**config.mk**
```make
export PLATFORM = sky130hd
export DESIGN_NAME = meas_seq
export DESIGN_NICKNAME = d
export VERILOG_FILES = /design/src/rtl/meas_seq_pkg.sv /design/src/rtl/meas_seq_timer.sv /design/src/rtl/meas_seq_fsm.sv /design/src/rtl/meas_seq_results.sv /design/src/rtl/meas_seq.sv
export SDC_FILE = /design/constraint.sdc
export NUM_CORES = 1
export LEC_CHECK = 0
export ABC_CLOCK_PERIOD_IN_PS = 2900
export CAP_MARGIN = 20
export CORE_UTILIZATION = 30
export CTS_BUF_LIST = sky130_fd_sc_hd__clkbuf_8 sky130_fd_sc_hd__clkbuf_16
export DETAILED_ROUTE_END_ITERATION = 10
export DONT_BUFFER_PORTS = 1
export HOLD_SLACK_MARGIN = 0.12
export PLACE_DENSITY_LB_ADDON = 0.05
export SLEW_MARGIN = 40
export SYNTH_ARGS = -nofsm -noshare
export SYNTH_HDL_FRONTEND = slang
export SYNTH_SLANG_ARGS = --single-unit
```
**constraint.sdc**
```tcl
create_clock -name clk -period 2.9 [get_ports clk]
set_input_delay 0.145 -clock clk [delete_from_list [all_inputs] [get_ports clk]]
set_output_delay 0.145 -clock clk [all_outputs]
set_load 0.005 [all_outputs]
```
**src/rtl/meas_seq_pkg.sv**
```systemverilog
`timescale 1ns/1ps
package meas_seq_pkg;

  typedef enum logic [2:0] {
    PH_SLEEP = 3'd0,
    PH_IDLE  = 3'd1,
    PH_WARM  = 3'd2,
    PH_WAIT  = 3'd3,
    PH_INIT  = 3'd4,
    PH_INTEG = 3'd5
  } phase_e;

  // Steps encoded by a two's-complement length register of width w.
  function automatic int span_of(input int reg_v, input int w);
    return (1 << w) - reg_v;
  endfunction

  // Ticks in a wait phase, optionally stretched by mult.
  function automatic int wait_len(input int reg_v, input int w, input bit lng, input int mult);
    return span_of(reg_v, w) * (lng ? mult : 1);
  endfunction

  // True for phases whose length is counted in step ticks.
  function automatic bit is_timed(input phase_e p);
    return (p == PH_WARM) || (p == PH_WAIT) || (p == PH_INIT) || (p == PH_INTEG);
  endfunction

endpackage

```
**src/rtl/meas_seq_timer.sv**
```systemverilog
`timescale 1ns/1ps
module meas_seq_timer #(
  parameter int CNT_W = 12
) (
  input  logic             clk,
  input  logic             rst_n,
  input  logic             load,
  input  logic [CNT_W-1:0] len,
  input  logic             tick,
  output logic             expire
);

  logic [CNT_W-1:0] remain_q;

  always_ff @(posedge clk or negedge rst_n) begin
    if (!rst_n) begin
      remain_q <= '0;
    end else if (load) begin
      remain_q <= len;
    end else if (tick && (remain_q != '0)) begin
      remain_q <= remain_q - 1'b1;
    end
  end

  // The tick that consumes the last remaining step ends the phase.
  assign expire = tick && (remain_q == CNT_W'(1));

endmodule

```
**src/rtl/meas_seq_fsm.sv**
```systemverilog
`timescale 1ns/1ps
module meas_seq_fsm
  import meas_seq_pkg::*;
#(
  parameter int TIME_W    = 8,
  parameter int LONG_MULT = 12,
  parameter int CNT_W     = 12
) (
  input  logic              clk,
  input  logic              rst_n,
  input  logic              pwr_on,
  input  logic              meas_en,
  input  logic              wait_en,
  input  logic              wait_long,
  input  logic [TIME_W-1:0] int_time,
  input  logic [TIME_W-1:0] wait_time,
  input  logic              bus_start,
  input  logic              step_tick,
  input  logic              expire,
  output phase_e            phase_q,
  output logic              load,
  output logic [CNT_W-1:0]  load_len,
  output logic              end_integ,
  output logic              eoc_q
);

  phase_e nxt;
  logic   warm_done_q;
  logic   drop_pwr;
  logic   drop_meas;

  assign drop_pwr  = step_tick && !pwr_on;
  assign drop_meas = step_tick && !meas_en;

  always_comb begin
    nxt       = phase_q;
    end_integ = 1'b0;
    case (phase_q)
      PH_SLEEP: if (bus_start) nxt = PH_IDLE;
      PH_IDLE: begin
        if (!pwr_on)            nxt = PH_SLEEP;
        else if (!warm_done_q)  nxt = PH_WARM;
        else if (meas_en)       nxt = wait_en ? PH_WAIT : PH_INIT;
      end
      PH_WARM: begin
        if (drop_pwr)           nxt = PH_SLEEP;
        else if (expire)        nxt = PH_IDLE;
      end
      PH_WAIT: begin
        if (drop_pwr)           nxt = PH_SLEEP;
        else if (drop_meas)     nxt = PH_IDLE;
        else if (expire)        nxt = PH_INIT;
      end
      PH_INIT: begin
        if (drop_pwr)           nxt = PH_SLEEP;
        else if (drop_meas)     nxt = PH_IDLE;
        else if (expire)        nxt = PH_INTEG;
      end
      PH_INTEG: begin
        if (drop_pwr)           nxt = PH_SLEEP;
        else if (drop_meas)     nxt = PH_IDLE;
        else if (expire) begin
          nxt       = PH_IDLE;
          end_integ = 1'b1;
        end
      end
      default:                  nxt = PH_SLEEP;
    endcase
  end

  // A step counter is armed on every entry into a timed phase.
  assign load = (nxt != phase_q) && is_timed(nxt);

  always_comb begin
    case (nxt)
      PH_WAIT:  load_len = CNT_W'(wait_len(int'(wait_time), TIME_W, wait_long, LONG_MULT));
      PH_INTEG: load_len = CNT_W'(span_of(int'(int_time), TIME_W));
      default:  load_len = CNT_W'(1);
    endcase
  end

  always_ff @(posedge clk or negedge rst_n) begin
    if (!rst_n) begin
      phase_q     <= PH_SLEEP;
      warm_done_q <= 1'b0;
      eoc_q       <= 1'b0;
    end else begin
      phase_q <= nxt;
      eoc_q   <= end_integ;
      if (!pwr_on)
        warm_done_q <= 1'b0;
      else if ((phase_q == PH_WARM) && (nxt == PH_IDLE))
        warm_done_q <= 1'b1;
    end
  end

endmodule

```
**src/rtl/meas_seq_results.sv**
```systemverilog
`timescale 1ns/1ps
module meas_seq_results
  import meas_seq_pkg::*;
#(
  parameter int DATA_W    = 16,
  parameter int NCH       = 4,
  parameter int FULL_STEP = 1024
) (
  input  logic                       clk,
  input  logic                       rst_n,
  input  logic                       pwr_on,
  input  phase_e                     phase_q,
  input  logic                       step_tick,
  input  logic                       end_integ,
  output logic [NCH-1:0][DATA_W-1:0] ch_data,
  output logic                       xfer_q,
  output logic                       valid_q
);

  for (genvar c = 0; c < NCH; c++) begin : g_chan
    localparam int RATE = FULL_STEP >> c;
    logic [DATA_W-1:0] acc_q;
    logic [DATA_W:0]   sum;
    logic [DATA_W-1:0] acc_nxt;

    assign sum     = {1'b0, acc_q} + (DATA_W+1)'(RATE);
    assign acc_nxt = sum[DATA_W] ? {DATA_W{1'b1}} : sum[DATA_W-1:0];

    always_ff @(posedge clk or negedge rst_n) begin
      if (!rst_n) begin
        acc_q      <= '0;
        ch_data[c] <= '0;
      end else begin
        if (phase_q == PH_INIT)
          acc_q <= '0;
        else if ((phase_q == PH_INTEG) && step_tick)
          acc_q <= acc_nxt;
        // The final step is folded in on the same edge as the transfer.
        if (end_integ)
          ch_data[c] <= acc_nxt;
      end
    end
  end

  always_ff @(posedge clk or negedge rst_n) begin
    if (!rst_n) begin
      xfer_q  <= 1'b0;
      valid_q <= 1'b0;
    end else begin
      xfer_q <= end_integ;
      if (!pwr_on)
        valid_q <= 1'b0;
      else if (end_integ)
        valid_q <= 1'b1;
    end
  end

endmodule

```
**src/rtl/meas_seq.sv**
```systemverilog
`timescale 1ns/1ps
module meas_seq
  import meas_seq_pkg::*;
#(
  parameter int TIME_W    = 8,
  parameter int LONG_MULT = 12,
  parameter int DATA_W    = 16,
  parameter int FULL_STEP = 1024
) (
  input  logic              clk,
  input  logic              rst_n,
  input  logic              pwr_on,
  input  logic              meas_en,
  input  logic              wait_en,
  input  logic              wait_long,
  input  logic [TIME_W-1:0] int_time,
  input  logic [TIME_W-1:0] wait_time,
  input  logic              bus_start,
  input  logic              step_tick,
  output logic [2:0]        phase,
  output logic              integ_active,
  output logic              xfer_pulse,
  output logic              eoc_event,
  output logic              data_valid,
  output logic [DATA_W-1:0] clear_data,
  output logic [DATA_W-1:0] red_data,
  output logic [DATA_W-1:0] green_data,
  output logic [DATA_W-1:0] blue_data
);

  localparam int NCH   = 4;
  localparam int CNT_W = $clog2((1 << TIME_W) * LONG_MULT + 1);

  phase_e                     phase_q;
  logic                       load;
  logic [CNT_W-1:0]           load_len;
  logic                       expire;
  logic                       end_integ;
  logic [NCH-1:0][DATA_W-1:0] ch_data;

  meas_seq_fsm #(
    .TIME_W    (TIME_W),
    .LONG_MULT (LONG_MULT),
    .CNT_W     (CNT_W)
  ) u_fsm (
    .clk       (clk),
    .rst_n     (rst_n),
    .pwr_on    (pwr_on),
    .meas_en   (meas_en),
    .wait_en   (wait_en),
    .wait_long (wait_long),
    .int_time  (int_time),
    .wait_time (wait_time),
    .bus_start (bus_start),
    .step_tick (step_tick),
    .expire    (expire),
    .phase_q   (phase_q),
    .load      (load),
    .load_len  (load_len),
    .end_integ (end_integ),
    .eoc_q     (eoc_event)
  );

  meas_seq_timer #(
    .CNT_W (CNT_W)
  ) u_timer (
    .clk    (clk),
    .rst_n  (rst_n),
    .load   (load),
    .len    (load_len),
    .tick   (step_tick),
    .expire (expire)
  );

  meas_seq_results #(
    .DATA_W    (DATA_W),
    .NCH       (NCH),
    .FULL_STEP (FULL_STEP)
  ) u_results (
    .clk       (clk),
    .rst_n     (rst_n),
    .pwr_on    (pwr_on),
    .phase_q   (phase_q),
    .step_tick (step_tick),
    .end_integ (end_integ),
    .ch_data   (ch_data),
    .xfer_q    (xfer_pulse),
    .valid_q   (data_valid)
  );

  assign phase        = phase_q;
  assign integ_active = (phase_q == PH_INTEG);
  assign clear_data   = ch_data[0];
  assign red_data     = ch_data[1];
  assign green_data   = ch_data[2];
  assign blue_data    = ch_data[3];

endmodule

```
==> impl_metrics.tcl <==
set metrics [dict create \
    synth_edf_count 0 \
    wl_per_cell_um 15.6 \
    grt_pass1_wl_um 31100 \
    track_usage_pct 15.0 \
    path_clk_slew_ps 70 \
    period_needed_ps 2820 \
    reg2reg_depth 6 \
    tns_ps 0 \
    cts_hold_buf 9 \
    final_common_cell "dfrtp_1" \
    drtIter0Drc 232 \
    area_delta_synth_final_pct 15.9 \
    worst_slack_ps 79.4 \
    final_cell_mix "dfrtp_1 (146), nor2_1 (120), nand2_1 (118)" \
    violations "hold timing" \
    clk_latency_ps 420 \
    rr_endpoint "u_timer.remain_q[5]" \
    powerDensity_nw_per_um2 627 \
    grt_max_degree 147 \
    netlist_area_sq_um 7700 \
    die_w_um 162 \
    ios 95 \
    syn_area_per_cell_sq_um 9.12 \
    ys_seq_area_share_pct 47.4 \
    cts-buffers-inserted 17 \
    fin_area_sq_um 8930 \
    dieArea_sq_um 26300 \
    leakage_nw 4.31 \
    clock_tree.root_cell "clkbuf_16" \
    place_area_sq_um 8280 \
    io_buffers 0 \
    hp-class "input port to async pin" \
    async_reset_ff_share_pct 100 \
    rows 58 \
    drive_above_1_share_pct 10.4 \
    cts_buffer_depth 2 \
    cts_tree "done" \
    yosys_most_used_dff "dfrtp_1" \
    drt-total-wl_um 18800 \
    h-tree-depth 4 \
    status "finished, violations left" \
    numPlacedInstances 1166 \
    insertedDiodeCount 0 \
    whs_ps -588 \
    startpoint "u_timer.remain_q[8]" \
    skew_ps 10.1 \
    vias 5895 \
    yosys_warnings 0 \
    synth_nets 907 \
    netlist_instances 845 \
    hold_violations 146 \
    ys_ff_latch 146 \
    yosysUniqueCellTypes 63 \
    fmax_mhz 355 \
    antenna_found_initial 0 \
    first_pass_iters 5 \
    start_util_pct 30.6 \
    critPathCapture "u_timer.remain_q[5]" \
    final_cells 1206 \
    r2r_slack_ps 80 \
    gp_congestion 0.765 \
    drv_cap 0 \
    setup_viol 0 \
    via_per_inst 4.89 \
    finalCritPeriodShare_pct 97.3 \
    dp_slack_ps -190 \
    rsz0062_at_grt "no" \
    gr-total-overflow 0 \
    dp_hpwl_um 13200 \
    fin_nets 926 \
    crit_type "flip-flop to flip-flop" \
    path_max_fanout 11 \
    drc 0 \
    cp.required_ps 3200 \
    start_kind "flip-flop" \
    clock_sinks 146 \
    fillCellCount 2602 \
    ir_worst_vdd_v 0.000318 \
    slew_headroom_pct 49.1 \
    dieHeight_um 162 \
    report.final.slew_viol_count 0 \
    max_slew.worst_pin.slew_ps 761 \
    grt_pass1_vias 6089 \
    r2r-start "u_timer.remain_q[8]" \
    critPathCaptureType "flip-flop" \
    ant_nets 0 \
    crit_arrival_ps 3120 \
    core-area_sq_um 25200 \
]
-- layout make-up --
class                      count  area, sq um  area share, %
tap                          330          413           4.63
clock buffer                  17          425           4.77
timing repair buffer          39          328           3.67
inverter                      33          124           1.39
sequential                   146         3650           40.9
clock inverter                14          120           1.35
multi-input combinational    627         3860           43.3
-- critical path: stages (launching register included) --
cell      delay, ps
dfrtp_1         420
or4_4           600
or4_4           580
a221oi_2        290
nand2_1         330
a32oi_1         370
mux2i_1         110
-- registers in the layout (all words and copies together), names as in the netlist --
| name | flops |
|---|---|
| u_results.g_chan.acc_q | 64 |
| u_fsm.phase_q | 3 |
| u_results.xfer_q | 1 |
| u_results.valid_q | 1 |
| u_fsm.warm_done_q | 1 |
| u_results.ch_data | 64 |
| u_timer.remain_q | 12 |
-- where the power goes --
| part | internal, W | total, W | switching, W |
|---|---|---|---|
| logic | 0.000573 | 0.00124 | 0.000665 |
| registers | 0.00215 | 0.00230 | 0.000146 |
| clock network | 0.00112 | 0.00206 | 0.000941 |
-- worst min path at each step --
stage,startpoint,to,slack [ps],cells after the start
detailed placement,rst_n,u_results.ch_data[21],-150,0
global placement,rst_n,u_results.ch_data[50],-150,0
global route,rst_n,u_results.ch_data[21],-620,0
finish,rst_n,u_results.ch_data[21],-590,0
CTS,rst_n,u_results.ch_data[21],-600,0
floorplan,rst_n,u_fsm.phase_q[0],-150,0
-- metal layers --
metal | routed length [um] | up-vias | global-route usage, %
met3 | 777 | 26 | 3.55
met4 | 368 | 0 | 5.10
met1 | 8300 | 2810 | 17.8
met5 | 0 | - | 0
li1 | - | 2946 | -
met2 | 9320 | 113 | 26.4
-- cell usage after synthesis (3+ instances only) --
library cell    n  area, sq um
dfrtp_1       146         3650
nor2_1        121          454
nand2_1       119          447
o21ai_1        57          285
ha_1           33          413
inv_1          32          120
nand3_1        29          145
clkbuf_1       28          105
o21ai_0        25          125
a21oi_1        24          120
xor2_1         23          201
xnor2_1        22          193
nor3_1         20          100
mux2i_1        15          150
and3_1         14         87.6
a21o_1         11         82.6
a311oi_1        9         78.8
a31oi_1         9         56.3
nand2b_1        9         56.3
a32oi_1         7         61.3
and2_1          6         37.5
nor2b_1         6         37.5
o21a_1          6         45.0
or3_1           6         37.5
buf_2           5         25.0
buf_4           5         37.5
fa_1            5          100
nand3b_1        5         37.5
a21boi_0        3         22.5
nor4_1          3         18.8
-- cell families after synthesis --
kind of cell / Yosys count / synth area share [%]
DFF: 146 / 47.4
other: 1 / 0.0487
buffers and inverters: 72 / 3.83
xor gates and xnor gates: 45 / 5.12
AOI/OAI and AO/OA: 172 / 14.0
and+or+nand+nor: 355 / 20.8
adders and majority gates: 38 / 6.66
muxes: 16 / 2.10
-- timing repair --
item / in CTS / in global routing
endpoints found under the hold margin: 155 / 146
gates resized for setup: 0 / 1
setup buffers: 0 / 0
setup endpoints to repair: 0 / 3
-- stage by stage --
step / utilization (%) / total power, W
after floorplan: - / 0.00319
after global placement: 32.9 / 0.00356
after detailed placement: 32.9 / 0.00356
after CTS: 35.4 / 0.00567
after global routing: 35.4 / 0.00591
final: 35.4 / 0.00559
No activity file was read; power rests on OpenSTA's default activity.
